--- config.mk ---
export PLATFORM = sky130hd
export DESIGN_NAME = adc_frame_ctrl
export DESIGN_NICKNAME = d
export VERILOG_FILES = /design/src/rtl/adcf_pkg.sv /design/src/rtl/adcf_sclk_gen.sv /design/src/rtl/adcf_ivl_timer.sv /design/src/rtl/adcf_frame_seq.sv /design/src/rtl/adcf_shift_rx.sv /design/src/rtl/adc_frame_ctrl.sv
export SDC_FILE = /design/constraint.sdc
export NUM_CORES = 1
export LEC_CHECK = 0
export CORE_ASPECT_RATIO = 0.5
export CORE_MARGIN = 4
export CORE_UTILIZATION = 40
export DETAILED_ROUTE_END_ITERATION = 7
export SYNTH_ARGS = -nofsm -noshare
export SYNTH_HDL_FRONTEND = slang
export SYNTH_SLANG_ARGS = --single-unit
--- constraint.sdc ---
create_clock -name clk -period 7.2 [get_ports clk]
set_input_delay 1.44 -clock clk [delete_from_list [all_inputs] [get_ports clk]]
set_output_delay 1.44 -clock clk [all_outputs]
set_load 0.1 [all_outputs]
--- src/rtl/adcf_pkg.sv ---
package adcf_pkg;
   typedef enum logic [2:0] {
      SQ_IDLE,
      SQ_WAIT_LO,
      SQ_WAIT_HI,
      SQ_SHIFT,
      SQ_TAIL
   } seq_state_t;

   function automatic int unsigned cnt_width(input int unsigned n);
      return (n < 2) ? 1 : $clog2(n + 1);
   endfunction
endpackage

--- src/rtl/adcf_sclk_gen.sv ---
module adcf_sclk_gen #(
   parameter int DIV_W = 8
) (
   input  logic             clk,
   input  logic             rst_n,
   input  logic [DIV_W-1:0] div_i,
   output logic             sclk_q,
   output logic             rise_tick,
   output logic             fall_tick
);
   logic [DIV_W-1:0] half_cnt;
   logic             wrap;

   assign wrap      = (half_cnt >= div_i);
   assign rise_tick = wrap & ~sclk_q;
   assign fall_tick = wrap & sclk_q;

   always_ff @(posedge clk or negedge rst_n) begin
      if (!rst_n) begin
         half_cnt <= '0;
         sclk_q   <= 1'b1;
      end else if (wrap) begin
         half_cnt <= '0;
         sclk_q   <= ~sclk_q;
      end else begin
         half_cnt <= half_cnt + 1'b1;
      end
   end
endmodule

--- src/rtl/adcf_ivl_timer.sv ---
module adcf_ivl_timer #(
   parameter int IVL_W = 12
) (
   input  logic             clk,
   input  logic             rst_n,
   input  logic             en_i,
   input  logic [IVL_W-1:0] ivl_i,
   input  logic             tick_i,
   output logic             expire_o
);
   logic [IVL_W-1:0] period_cnt;
   logic [IVL_W-1:0] last_val;

   assign last_val = (ivl_i == '0) ? '0 : ivl_i - 1'b1;
   assign expire_o = en_i & tick_i & (period_cnt >= last_val);

   always_ff @(posedge clk or negedge rst_n) begin
      if (!rst_n) begin
         period_cnt <= '0;
      end else if (!en_i) begin
         period_cnt <= '0;
      end else if (tick_i) begin
         period_cnt <= expire_o ? '0 : period_cnt + 1'b1;
      end
   end
endmodule

--- src/rtl/adcf_frame_seq.sv ---
module adcf_frame_seq
   import adcf_pkg::*;
#(
   parameter int FULL_BITS = 16,
   parameter int PD_BITS   = 8
) (
   input  logic clk,
   input  logic rst_n,
   input  logic rise_tick,
   input  logic fall_tick,
   input  logic start_i,
   input  logic pd_i,
   output logic cs_n_o,
   output logic shift_en_o,
   output logic word_done_o,
   output logic overrun_o
);
   localparam int BCW = cnt_width(FULL_BITS);
   localparam logic [BCW-1:0] FULL_LAST = BCW'(FULL_BITS - 1);
   localparam logic [BCW-1:0] PD_LAST   = BCW'(PD_BITS - 1);

   seq_state_t     state;
   logic [BCW-1:0] bit_cnt;
   logic           pd_lat;
   logic           last_bit;

   assign shift_en_o  = (state == SQ_SHIFT) & fall_tick;
   assign last_bit    = (bit_cnt == (pd_lat ? PD_LAST : FULL_LAST));
   assign word_done_o = shift_en_o & ~pd_lat & last_bit;

   always_ff @(posedge clk or negedge rst_n) begin
      if (!rst_n) begin
         state     <= SQ_IDLE;
         cs_n_o    <= 1'b1;
         bit_cnt   <= '0;
         pd_lat    <= 1'b0;
         overrun_o <= 1'b0;
      end else begin
         overrun_o <= start_i & (state != SQ_IDLE);
         unique case (state)
            SQ_IDLE:    if (start_i) state <= SQ_WAIT_LO;
            SQ_WAIT_LO: if (fall_tick) state <= SQ_WAIT_HI;
            SQ_WAIT_HI: if (rise_tick) begin
               state   <= SQ_SHIFT;
               cs_n_o  <= 1'b0;
               pd_lat  <= pd_i;
               bit_cnt <= '0;
            end
            SQ_SHIFT:   if (fall_tick) begin
               bit_cnt <= bit_cnt + 1'b1;
               if (last_bit) state <= SQ_TAIL;
            end
            SQ_TAIL:    if (rise_tick) begin
               state  <= SQ_IDLE;
               cs_n_o <= 1'b1;
            end
            default:    state <= SQ_IDLE;
         endcase
      end
   end
endmodule

--- src/rtl/adcf_shift_rx.sv ---
module adcf_shift_rx #(
   parameter int WORD_BITS = 16,
   parameter int DATA_W    = 12,
   parameter bit MSB_FIRST = 1'b1
) (
   input  logic              clk,
   input  logic              rst_n,
   input  logic              shift_i,
   input  logic              done_i,
   input  logic              sdata_i,
   output logic [DATA_W-1:0] data_o,
   output logic              valid_o
);
   logic [WORD_BITS-1:0] shreg;
   logic [WORD_BITS-1:0] shreg_nxt;

   generate
      if (MSB_FIRST) begin : g_msb
         assign shreg_nxt = {shreg[WORD_BITS-2:0], sdata_i};
      end else begin : g_lsb
         assign shreg_nxt = {sdata_i, shreg[WORD_BITS-1:1]};
      end
   endgenerate

   always_ff @(posedge clk or negedge rst_n) begin
      if (!rst_n) begin
         shreg   <= '0;
         data_o  <= '0;
         valid_o <= 1'b0;
      end else begin
         valid_o <= done_i;
         if (shift_i) shreg <= shreg_nxt;
         if (done_i) data_o <= shreg_nxt[DATA_W-1:0];
      end
   end
endmodule

--- src/rtl/adc_frame_ctrl.sv ---
module adc_frame_ctrl #(
   parameter int DIV_W     = 8,
   parameter int IVL_W     = 12,
   parameter int WORD_BITS = 16,
   parameter int PD_BITS   = 8,
   parameter int DATA_W    = 12,
   parameter bit MSB_FIRST = 1'b1
) (
   input  logic              clk,
   input  logic              rst_n,
   input  logic              run_en,
   input  logic [DIV_W-1:0]  clk_div,
   input  logic [IVL_W-1:0]  sample_ivl,
   input  logic              pd_req,
   input  logic              sdata_i,
   output logic              sclk_o,
   output logic              cs_n_o,
   output logic [DATA_W-1:0] data_o,
   output logic              data_valid_o,
   output logic              overrun_o
);
   generate
      if (WORD_BITS < 2) begin : g_bad_word
         $error("WORD_BITS must be at least 2");
      end
      if (PD_BITS < 1 || PD_BITS >= WORD_BITS) begin : g_bad_pd
         $error("PD_BITS must lie in 1..WORD_BITS-1");
      end
      if (DATA_W < 1 || DATA_W > WORD_BITS) begin : g_bad_data
         $error("DATA_W must lie in 1..WORD_BITS");
      end
      if (DIV_W < 1 || IVL_W < 1) begin : g_bad_cnt
         $error("counter widths must be positive");
      end
   endgenerate

   logic sclk_int, rise_tick, fall_tick, expire, shift_en, word_done;

   adcf_sclk_gen #(.DIV_W(DIV_W)) u_sclk (
      .clk      (clk),
      .rst_n    (rst_n),
      .div_i    (clk_div),
      .sclk_q   (sclk_int),
      .rise_tick(rise_tick),
      .fall_tick(fall_tick)
   );

   adcf_ivl_timer #(.IVL_W(IVL_W)) u_timer (
      .clk     (clk),
      .rst_n   (rst_n),
      .en_i    (run_en),
      .ivl_i   (sample_ivl),
      .tick_i  (rise_tick),
      .expire_o(expire)
   );

   adcf_frame_seq #(.FULL_BITS(WORD_BITS), .PD_BITS(PD_BITS)) u_seq (
      .clk        (clk),
      .rst_n      (rst_n),
      .rise_tick  (rise_tick),
      .fall_tick  (fall_tick),
      .start_i    (expire),
      .pd_i       (pd_req),
      .cs_n_o     (cs_n_o),
      .shift_en_o (shift_en),
      .word_done_o(word_done),
      .overrun_o  (overrun_o)
   );

   adcf_shift_rx #(.WORD_BITS(WORD_BITS), .DATA_W(DATA_W), .MSB_FIRST(MSB_FIRST)) u_rx (
      .clk    (clk),
      .rst_n  (rst_n),
      .shift_i(shift_en),
      .done_i (word_done),
      .sdata_i(sdata_i),
      .data_o (data_o),
      .valid_o(data_valid_o)
   );

   assign sclk_o = cs_n_o | sclk_int;
endmodule

==> results of run 1 <==
[per-layer routing]
| metal | share of wire | vias up |
|---|---|---|
| met5 | 0 | - |
| met2 | 0.49 | 65 |
| li1 | - | 1348 |
| met1 | 0.45 | 1336 |
| met4 | 0.0097 | 0 |
| met3 | 0.042 | 7 |
[critical path: stages]
cell	delay (ns)
clkdlybuf4s50_1	0.45
nor4_1	0.33
nor2b_1	0.31
nand4b_1	0.39
nand2_1	0.18
ha_1	0.26
a21o_1	0.18
a221oi_1	0.25
o21ai_0	0.25
a21oi_1	0.70
nand4_1	0.17
a21oi_1	0.19
[layout make-up]
class / count / area [um2] / share of cell area
inverter: 18 / 67.6 / 0.0166
clock buffer: 5 / 125 / 0.0308
tap: 112 / 140 / 0.0345
multi-input combinational: 261 / 1890 / 0.466
timing repair buffer: 42 / 410 / 0.101
sequential: 56 / 1400 / 0.345
clock inverter: 3 / 26.3 / 0.00646
[cells in the final DEF, fill, tap and decap left out, types with 11 or more instances in the layout]
cell / n
ha_1: 25
clkdlybuf4s50_1: 39
mux2_2: 14
nand3_1: 21
dfrtp_1: 54
nand2_1: 34
a21oi_1: 14
o21ai_0: 11
nor2_1: 19
inv_1: 18
[metrics by stage]
step | hold slack [ns] | instances | total power, mW
finish | 0.505 | 497 | 0.862
global placement | 0.483 | 489 | 0.612
detailed placement | 0.495 | 489 | 0.623
CTS | 0.512 | 497 | 0.873
floorplan | 0.464 | 348 | 0.551
global route | 0.531 | 497 | 0.919
[cell families (layout without fill, tap and decap cells)]
logic type | after synthesis | after routing | synth area share
AO/OA/AOI/OAI | 63 | 63 | 0.126
XOR/XNOR | 18 | 18 | 0.0461
buffers and inverters | 31 | 68 | 0.0369
AND/OR/NAND/NOR | 131 | 131 | 0.200
flip-flops | 56 | 56 | 0.410
multiplexers | 24 | 24 | 0.0899
adder cells (fa/ha/maj) | 25 | 25 | 0.0914
[worst paths after layout]
kind | end | slack, ns | depth (start not counted)
max | u_timer.period_cnt[10]$_DFFE_PN0P_ | 2.30 | 12
min | u_rx.shreg[10]$_DFFE_PN0P_ | 0.51 | 1
max reg2reg | u_timer.period_cnt[8]$_DFFE_PN0P_ | 4.26 | 7
min reg2reg | u_rx.shreg[10]$_DFFE_PN0P_ | 0.51 | 1
max in group asynchronous | u_sclk.half_cnt[6]$_DFF_PN0_ | 5.45 | 2
min in group asynchronous | u_timer.period_cnt[1]$_DFFE_PN0P_ | 1.28 | 2
[power by group through the flow]
stage	Sequential (mW)	Clock, mW	Combinational (mW)
final	0.383	0.247	0.232
after global routing	0.390	0.267	0.262
after CTS	0.383	0.256	0.235
after detailed placement	0.389	0	0.233
after global placement	0.388	0	0.224
after floorplan	0.372	0	0.179
[registers in the layout, summed over array words and instances, names as in the netlist]
| name | flops |
|---|---|
| u_seq.state | 3 |
| u_seq.overrun_o | 1 |
| u_rx.shreg | 11 |
| u_rx.valid_o | 1 |
| u_rx.data_o | 12 |
| u_sclk.half_cnt | 8 |
| u_seq.cs_n_o | 1 |
| u_timer.period_cnt | 12 |
| u_sclk.sclk_q | 1 |
| u_seq.pd_lat | 1 |
| u_seq.bit_cnt | 5 |
==> metrics.cfg, run 1 <==
[yosys]
synth_seq_cells = 56
async_flop_share = 1.00
netlist_instances = 348
ys_seq_area_frac = 0.410
synthTopCellsByCount = dfrtp_1 (54), nand2_1 (34), ha_1 (25)
syn_nets = 398
synth_top_area_frac = 0.395
syn_avg_cell_area_um2 = 9.84
post_synth_num_cell_types = 51
syn_area_um2 = 3420
synthMostInstantiatedCell = dfrtp_1
synth_warnings = 0
yosys-top-cells-area = dfrtp_1 (39%), ha_1 (9.1%), mux2_2 (4.6%)
synth_top_area_cell = dfrtp_1
synth_enable_flop_cells = 0
synthFlopType = dfrtp_1

[finish]
diodes = 0
fin_area_um2 = 4070
fin_nets = 434
area_delta_synth_final_pct = 18.8
fin_util = 0.498
num-fill-cells = 754
drive_above_1_share = 0.106

[timing]
setup_violations = 0
relSlewSlack = 0.193
fin_setup_tns_ns = 0
fmax_ghz = 0.204
setup_slack_ns = 2.30
finalCriticalPeriod_ns = 4.90
period_share = 0.681
finalHoldViolations = 0
final_max_slew_viol_count = 0
skew_ns = 0.00467
max_slew.worst_pin.slew_ns = 1.20
rsz0062_at_grt = no

[critical_path]
cp-startpoint = sample_ivl[4]
worstPathMaxFanout = 12
worstPathRequired_ns = 7.41
start_kind = input pin
path_class = in2reg
crit-reg2reg-launch = u_sclk.half_cnt[2]$_DFF_PN0_
end_kind = flip-flop
arrival_ns = 5.11

[cts]
clk_latency_ns = 0.29
cts_tree = built
cts_buffers = 5
postCtsSetupBuffers = 0
clk_pin_slew_ns = 0.07
htree_levels = 2
root_buffer = clkbuf_16
cts_resized = 0
ctsHoldBuffers = 0
clockBufferDepth = 2
cts.sinks = 56

[die]
die_area_um2 = 10200
initial_core_util = 0.419
num_rows = 23
die_w_um = 139
ioPinCount = 41
die_height_um = 73.4
core_um2 = 8170

[place]
gp_congestion = 0.815
dpl-instance-area_um2 = 3920
portBuffers = 40
pre_cts_ws_ns = 2.02
post-dp-hpwl_um = 5660

[routing]
ant_nets = 0
drc = 0
dr.pass1.iters = 4
viasPerCell = 5.55
drt-initial-drc-count = 188
num_vias = 2756
wl_um = 7630
wl_per_cell_um = 15.3

[power_and_ir_drop]
intPower_uw = 566
p_sw_uw = 296
swShare = 0.343
sequentialPowerShare = 0.444
p_clk_frac = 0.287
p_per_area_nw_per_um2 = 212
leakage_nw = 1.90
peakVddDrop_v = 0.000107
combPwrFrac = 0.269

[flow_run]
maxCapViolations = 0

[grt]
use_met1 = 0.208
grt_pass1_vias = 2815
grt_busiest_layer = met2
overflow = 0
grt_util_met2 = 0.276
antenna_found_initial = 0
grt.total_usage = 0.158
grt_max_degree = 57
grt_util_met3 = 0.0260
grt_first_pass_wirelength_um = 13300

[run_status]
status = completed

[hold_path]
min_path_type = reg2reg
min_from = u_rx.shreg[10]$_DFFE_PN0P_

Note: power is estimated with default switching activity, not from simulation.
==> run 2: changes to the inputs <==
==> constraint.sdc (replaced) <==
create_clock -name clk -period 4.75 [get_ports clk]
set_input_delay 0.95 -clock clk [delete_from_list [all_inputs] [get_ports clk]]
set_output_delay 0.95 -clock clk [all_outputs]
set_load 0.1 [all_outputs]
==> run 2 against run 1 <==
Against the previous run: design area up 0.62%; critical path depth up 1; setup slack worse by 2.0 ns; via count down 0.83%; register-to-register slack worse by 2.3 ns; global-route usage down 1.1 points; combinational power up 53%; core utilization up 0.31 points; first-iteration DRC count down 4.3%; critical path type unchanged; largest cell class unchanged; highest routed layer unchanged.
==> metrics.cfg, run 2 (synthesized netlist as in run 1, its figures left out) <==
[run_status]
status = completed

[place]
gp_congestion = 0.897
portBuffers = 40
pre_cts_ws_ns = 0.0648
post-dp-hpwl_um = 5530

[grt]
overflow = 0
grt_pass1_vias = 2688
grt.total_usage = 0.146
grt_max_degree = 57
grt_first_pass_wirelength_um = 12600
antenna_found_initial = 0

[die]
ioPinCount = 41
initial_core_util = 0.419
core_um2 = 8170
die_area_um2 = 10200
die_w_um = 139
die_height_um = 73.4
num_rows = 23

[timing]
period_share = 0.928
final_max_slew_viol_count = 0
setup_violations = 0
fmax_ghz = 0.227
skew_ns = 0.00472
fin_setup_tns_ns = 0
finalCriticalPeriod_ns = 4.41
setup_slack_ns = 0.343
relSlewSlack = 0.345
holdWs_ns = 0.508
finalHoldViolations = 0
max_slew.worst_pin.slew_ns = 0.979
rsz0062_at_grt = no

[cts]
clockBufferDepth = 2
htree_levels = 2
clk_latency_ns = 0.29
clk_pin_slew_ns = 0.07
cts_buffers = 5
cts_tree = built
ctsHoldBuffers = 0
cts.sinks = 56
root_buffer = clkbuf_16

[routing]
drc = 0
wl_per_cell_um = 14.8
num_vias = 2733
dr.pass1.iters = 5
drt-initial-drc-count = 180
wl_um = 7430
ant_nets = 0
viasPerCell = 5.46

[power_and_ir_drop]
peakVddDrop_v = 0.000169
sequentialPowerShare = 0.447
p_clk_frac = 0.281
p_sw_uw = 444
intPower_uw = 858
combPwrFrac = 0.272
p_total_mw = 1.30
leakage_nw = 1.92
swShare = 0.341
p_per_area_nw_per_um2 = 318

[critical_path]
arrival_ns = 4.61
end_kind = flip-flop
start_kind = input pin
worstPathMaxFanout = 10
worstPathRequired_ns = 4.95
path_class = in2reg

[finish]
reg_top3 = u_rx.data_o (12), u_timer.period_cnt (12), u_rx.shreg (11)
diodes = 0
drive_above_1_share = 0.116
final_cell_mix = dfrtp_1 (54), clkdlybuf4s50_1 (39), nand2_1 (34)
fin_nets = 438
area_delta_synth_final_pct = 19.5
layout_commonest_cell = dfrtp_1
fin_util = 0.501

[flow_run]
maxCapViolations = 0

[hold_path]
min_path_type = reg2reg

[run 2: changes by cell type in the layout (fill, tap and decap cells not counted)]
cell and delta:
buf_4 +4, clkinv_2 +1, clkinv_4 -2, clkinvlp_4 +1
[run 2: worst max-delay path, cell delays in order]
cell and delay [ns]:
clkdlybuf4s50_1 0.44, nor4_1 0.39, nor2b_1 0.29, nand4b_1 0.29, buf_4 0.25, nand2_1 0.06
ha_1 0.24, a21o_1 0.18, a221oi_1 0.24, o21ai_0 0.25, a21oi_1 0.66, nand4b_1 0.17
a21oi_1 0.19
[run 2: final timing paths]
check	end	cells after the start	startpoint	slack [ns]
worst min-delay path	u_rx.data_o[0]$_DFFE_PN0P_	1	u_rx.data_o[0]$_DFFE_PN0P_	0.51
worst max-delay path	u_timer.period_cnt[4]$_DFFE_PN0P_	13	sample_ivl[5]	0.34
max in group asynchronous	u_sclk.half_cnt[1]$_DFF_PN0_	2	rst_n	3.49
min in group asynchronous	u_timer.period_cnt[1]$_DFFE_PN0P_	2	rst_n	0.79
worst min register to register	u_rx.data_o[0]$_DFFE_PN0P_	1	u_rx.data_o[0]$_DFFE_PN0P_	0.51
worst max register to register	u_rx.data_o[9]$_DFFE_PN0P_	8	u_sclk.half_cnt[2]$_DFF_PN0_	1.95
[run 2: layer usage]
layer	vias up	wire length [um]	part of all wire	GRT usage
li1	1348	-	-	-
met5	-	0	0	0
met2	75	3600	0.48	0.268
met1	1302	3430	0.46	0.190
met4	0	64	0.0086	0.0228
met3	8	336	0.045	0.0234
[run 2: power by group through the flow]
stage	registers, mW	clock network [mW]	logic [mW]
global route	0.592	0.390	0.404
detailed placement	0.591	0	0.353
floorplan	0.564	0	0.272
CTS	0.582	0.376	0.355
finish	0.582	0.365	0.354
global placement	0.588	0	0.342
[run 2: stage by stage]
step | instance area, um2 | instances
2_1_floorplan | 3420 | 348
3_3_place_gp | 3930 | 491
3_5_place_dp | 3930 | 491
4_1_cts | 4080 | 499
5_1_grt | 4090 | 501
6_report | 4090 | 501
[run 2: final cells by class]
cell class / instances / area (um2)
Clock inverter: 3 / 21.3
Sequential cell: 56 / 1400
Inverter: 18 / 67.6
Clock buffer: 5 / 125
Timing Repair Buffer: 46 / 440
Multi-Input combinational cell: 261 / 1890
Fill cell: 766 / 4080
Tap cell: 112 / 140
[run 2: what timing repair did]
action	CTS	global route
setup endpoints to repair	0	1
setup buffers	0	2
gates resized for setup	0	0
==> run 3: changes to the inputs <==
--- a/config.mk
+++ b/config.mk
@@ -5,9 +5,11 @@
 export SDC_FILE = /design/constraint.sdc
 export NUM_CORES = 1
 export LEC_CHECK = 0
+export ABC_AREA = 1
 export CORE_ASPECT_RATIO = 0.5
 export CORE_MARGIN = 4
 export CORE_UTILIZATION = 40
+export CTS_CLUSTER_SIZE = 40
 export DETAILED_ROUTE_END_ITERATION = 7
 export SYNTH_ARGS = -nofsm -noshare
 export SYNTH_HDL_FRONTEND = slang
==> run 3 against run 2 <==
Against the previous run: power up 11%; clock power hardly changed; via count grew 3.9%; critical path depth up 4; clock skew grew 0.00071 ns; fmax rose by 22%; die area is 2.4% higher; core utilization grew 0.42 points; setup slack gained 0.79 ns; global-route usage down 0.84 points; sequential share of layout area shrank 0.64 points; critical endpoint is now u_timer.period_cnt[8]$_DFFE_PN0P_; largest power group unchanged.
==> metrics.cfg, run 3 <==
[run_status]
status = completed

[place]
dpl.cell_count = 602
portBuffers = 40
gp_congestion = 0.749
post-dp-hpwl_um = 4960
dpl-instance-area_um2 = 4020

[critical_path]
arrival_ns = 3.83
cpPeakStageDelay_ns = 0.42
crit_chain = clkdlybuf4s50_1, inv_1, ha_1, inv_1, nor2_1, inv_1, nor2_1, a21oi_1, nand3b_1, ha_1, nand2_1, inv_1, a21oi_1, nand4_1, nor2_4, nand3b_1, o21ai_0
crit_top_cell = inv_1
worstPathRequired_ns = 4.96
end_kind = flip-flop
crit_buf_inv = 5
path_class = in2reg
crit_path_top_delay_cell = clkdlybuf4s50_1
critPathTopFamily = simple AND/OR/NAND/NOR gates
start_kind = input pin
worstPathMaxFanout = 10

[die]
die_area_um2 = 10400
die_height_um = 74.3
num_rows = 23
core_um2 = 8260
die_w_um = 141
ioPinCount = 41
initial_core_util = 0.425

[yosys]
ys_seq_area_frac = 0.400
synthTopCellsByCount = nand2_1 (115), inv_1 (75), dfrtp_1 (54)
synthMuxAreaShare = 0
syn_area_um2 = 3510
netlist_instances = 453
syn_avg_cell_area_um2 = 7.75
synth_top_family_by_area = simple AND/OR/NAND/NOR gates
synth_warnings = 0
synth_compound_area_frac = 0.0994
synth-adder-area-share = 0.0891
syn_nets = 503
synth_xor_xnor_area_share = 0.0249
post_synth_num_cell_types = 35
synth_top_area_frac = 0.385
synth_seq_cells = 56
synth_enable_flop_cells = 0
synth_top_area_cell = dfrtp_1
synth_simple_gate_area_frac = 0.296
synthFlopType = dfrtp_1
synthMostInstantiatedCell = nand2_1
yosys-top-cells-area = dfrtp_1 (38%), nand2_1 (12%), ha_1 (8.9%)
async_flop_share = 1.00

[finish]
layout_commonest_cell = nand2_1
num-fill-cells = 813
reg_top3 = u_rx.data_o (12), u_timer.period_cnt (12), u_rx.shreg (11)
diodes = 0
fin_area_um2 = 4170
drive_above_1_share = 0.0984
area_delta_synth_final_pct = 18.7
final_cell_mix = nand2_1 (115), inv_1 (75), dfrtp_1 (54)
fin_nets = 547
fin_util = 0.505
fin_cells = 610

[timing]
period_share = 0.762
fin_setup_tns_ns = 0
setup_violations = 0
finalHoldViolations = 0
fmax_ghz = 0.276
rsz0062_at_grt = no
max_slew.worst_pin.slew_ns = 1.01
relSlewSlack = 0.323
holdWs_ns = 0.482
skew_ns = 0.00543
final_max_slew_viol_count = 0
finalCriticalPeriod_ns = 3.62

[cts]
cts_resized = 0
cts_buffers = 5
cts.sinks = 56
clk_latency_ns = 0.30
postCtsSetupBuffers = 0
clockBufferDepth = 2
cts_tree = built
htree_levels = 2
ctsHoldBuffers = 0
clk_pin_slew_ns = 0.07
root_buffer = clkbuf_16

[power_and_ir_drop]
peakVddDrop_v = 0.000179
swShare = 0.366
leakage_nw = 2.09
intPower_uw = 913
p_clk_frac = 0.254
sequentialPowerShare = 0.432
p_per_area_nw_per_um2 = 346
p_sw_uw = 528
combPwrFrac = 0.314

[routing]
wl_um = 6620
dr.pass1.iters = 4
ant_nets = 0
num_vias = 2840
wl_per_cell_um = 10.8
drc = 0
viasPerCell = 4.66
drt-initial-drc-count = 128

[grt]
antenna_found_initial = 0
grt.total_usage = 0.138
grt_pass1_vias = 2758
grt_max_degree = 49
overflow = 0
grt_first_pass_wirelength_um = 12000

[flow_run]
maxCapViolations = 0

[hold_path]
min_path_type = reg2reg

==> run 3: changes by cell type in the layout (fill, tap and decap cells not counted), sizes merged, moves of 6 or more <==
cell,before,now
or4,8,0
xnor2,9,2
mux2,24,0
inv,19,76
and3,8,2
nand2,34,128
nor2,19,48
o21ai,13,39
==> run 3: logic make-up (layout without fill, tap and decap cells) <==
logic type,Yosys count,after routing
fa+ha+maj,25,25
xor+xnor,10,10
buf+inv,80,125
compound gates,56,56
simple gates,226,226
flops,56,56
==> run 3: worst paths after layout <==
| check | from | to | slack (ns) | cells past startpoint |
|---|---|---|---|---|
| worst max-delay path | sample_ivl[0] | u_timer.period_cnt[8]$_DFFE_PN0P_ | 1.13 | 17 |
| worst min-delay path | u_rx.shreg[10]$_DFFE_PN0P_ | u_rx.data_o[11]$_DFFE_PN0P_ | 0.48 | 2 |
| worst max register to register | u_sclk.half_cnt[7]$_DFF_PN0_ | u_rx.data_o[11]$_DFFE_PN0P_ | 2.62 | 10 |
| worst min register to register | u_rx.shreg[10]$_DFFE_PN0P_ | u_rx.data_o[11]$_DFFE_PN0P_ | 0.48 | 2 |
| max in group asynchronous | rst_n | u_rx.shreg[1]$_DFFE_PN0P_ | 3.42 | 2 |
| min in group asynchronous | rst_n | u_timer.period_cnt[4]$_DFFE_PN0P_ | 0.49 | 1 |
==> run 3: power groups by stage <==
stage | Sequential (mW) | Clock (mW) | Combinational, mW
6_report | 0.623 | 0.366 | 0.453
5_1_grt | 0.639 | 0.401 | 0.537
4_1_cts | 0.624 | 0.382 | 0.461
3_5_place_dp | 0.632 | 0 | 0.459
3_3_place_gp | 0.632 | 0 | 0.453
2_1_floorplan | 0.643 | 0 | 0.326
==> run 3: area by class of cell <==
cell class	instances	area (um2)	area share
multi-input cells	317	1790	0.429
flip-flops and latches	56	1400	0.337
repair buffers	41	403	0.0966
inverters	76	288	0.0690
well taps	112	140	0.0336
clock buffers	6	129	0.0309
clock inverters	2	16.3	0.00390
==> run 3: worst reg2reg max path, cell delays in order (launching register included) <==
cell     delay (ns)
dfrtp_1        0.40
ha_1           0.29
a21o_1         0.21
nor2_4         0.21
nand2_8        0.11
nand3_4        0.22
inv_4          0.08
nand2_4        0.29
inv_1          0.11
nand2_1        0.07
nand2_1        0.04
==> run 3: through the flow <==
stage,setup slack [ns],total power [mW]
global placement,0.849,1.09
floorplan,1.65,0.969
global route,0.767,1.58
detailed placement,0.817,1.09
CTS,1.09,1.47
finish,1.13,1.44
==> run 3: routing by layer <==
metal  part of all wire  GRT usage  vias up  routed length [um]
met1               0.51      0.182     1271                3400
li1                   -          -     1525                   -
met5                  0          0        -                   0
met4             0.0089     0.0322        0                  59
met2               0.44      0.236       38                2880
met3              0.041     0.0328        6                 272
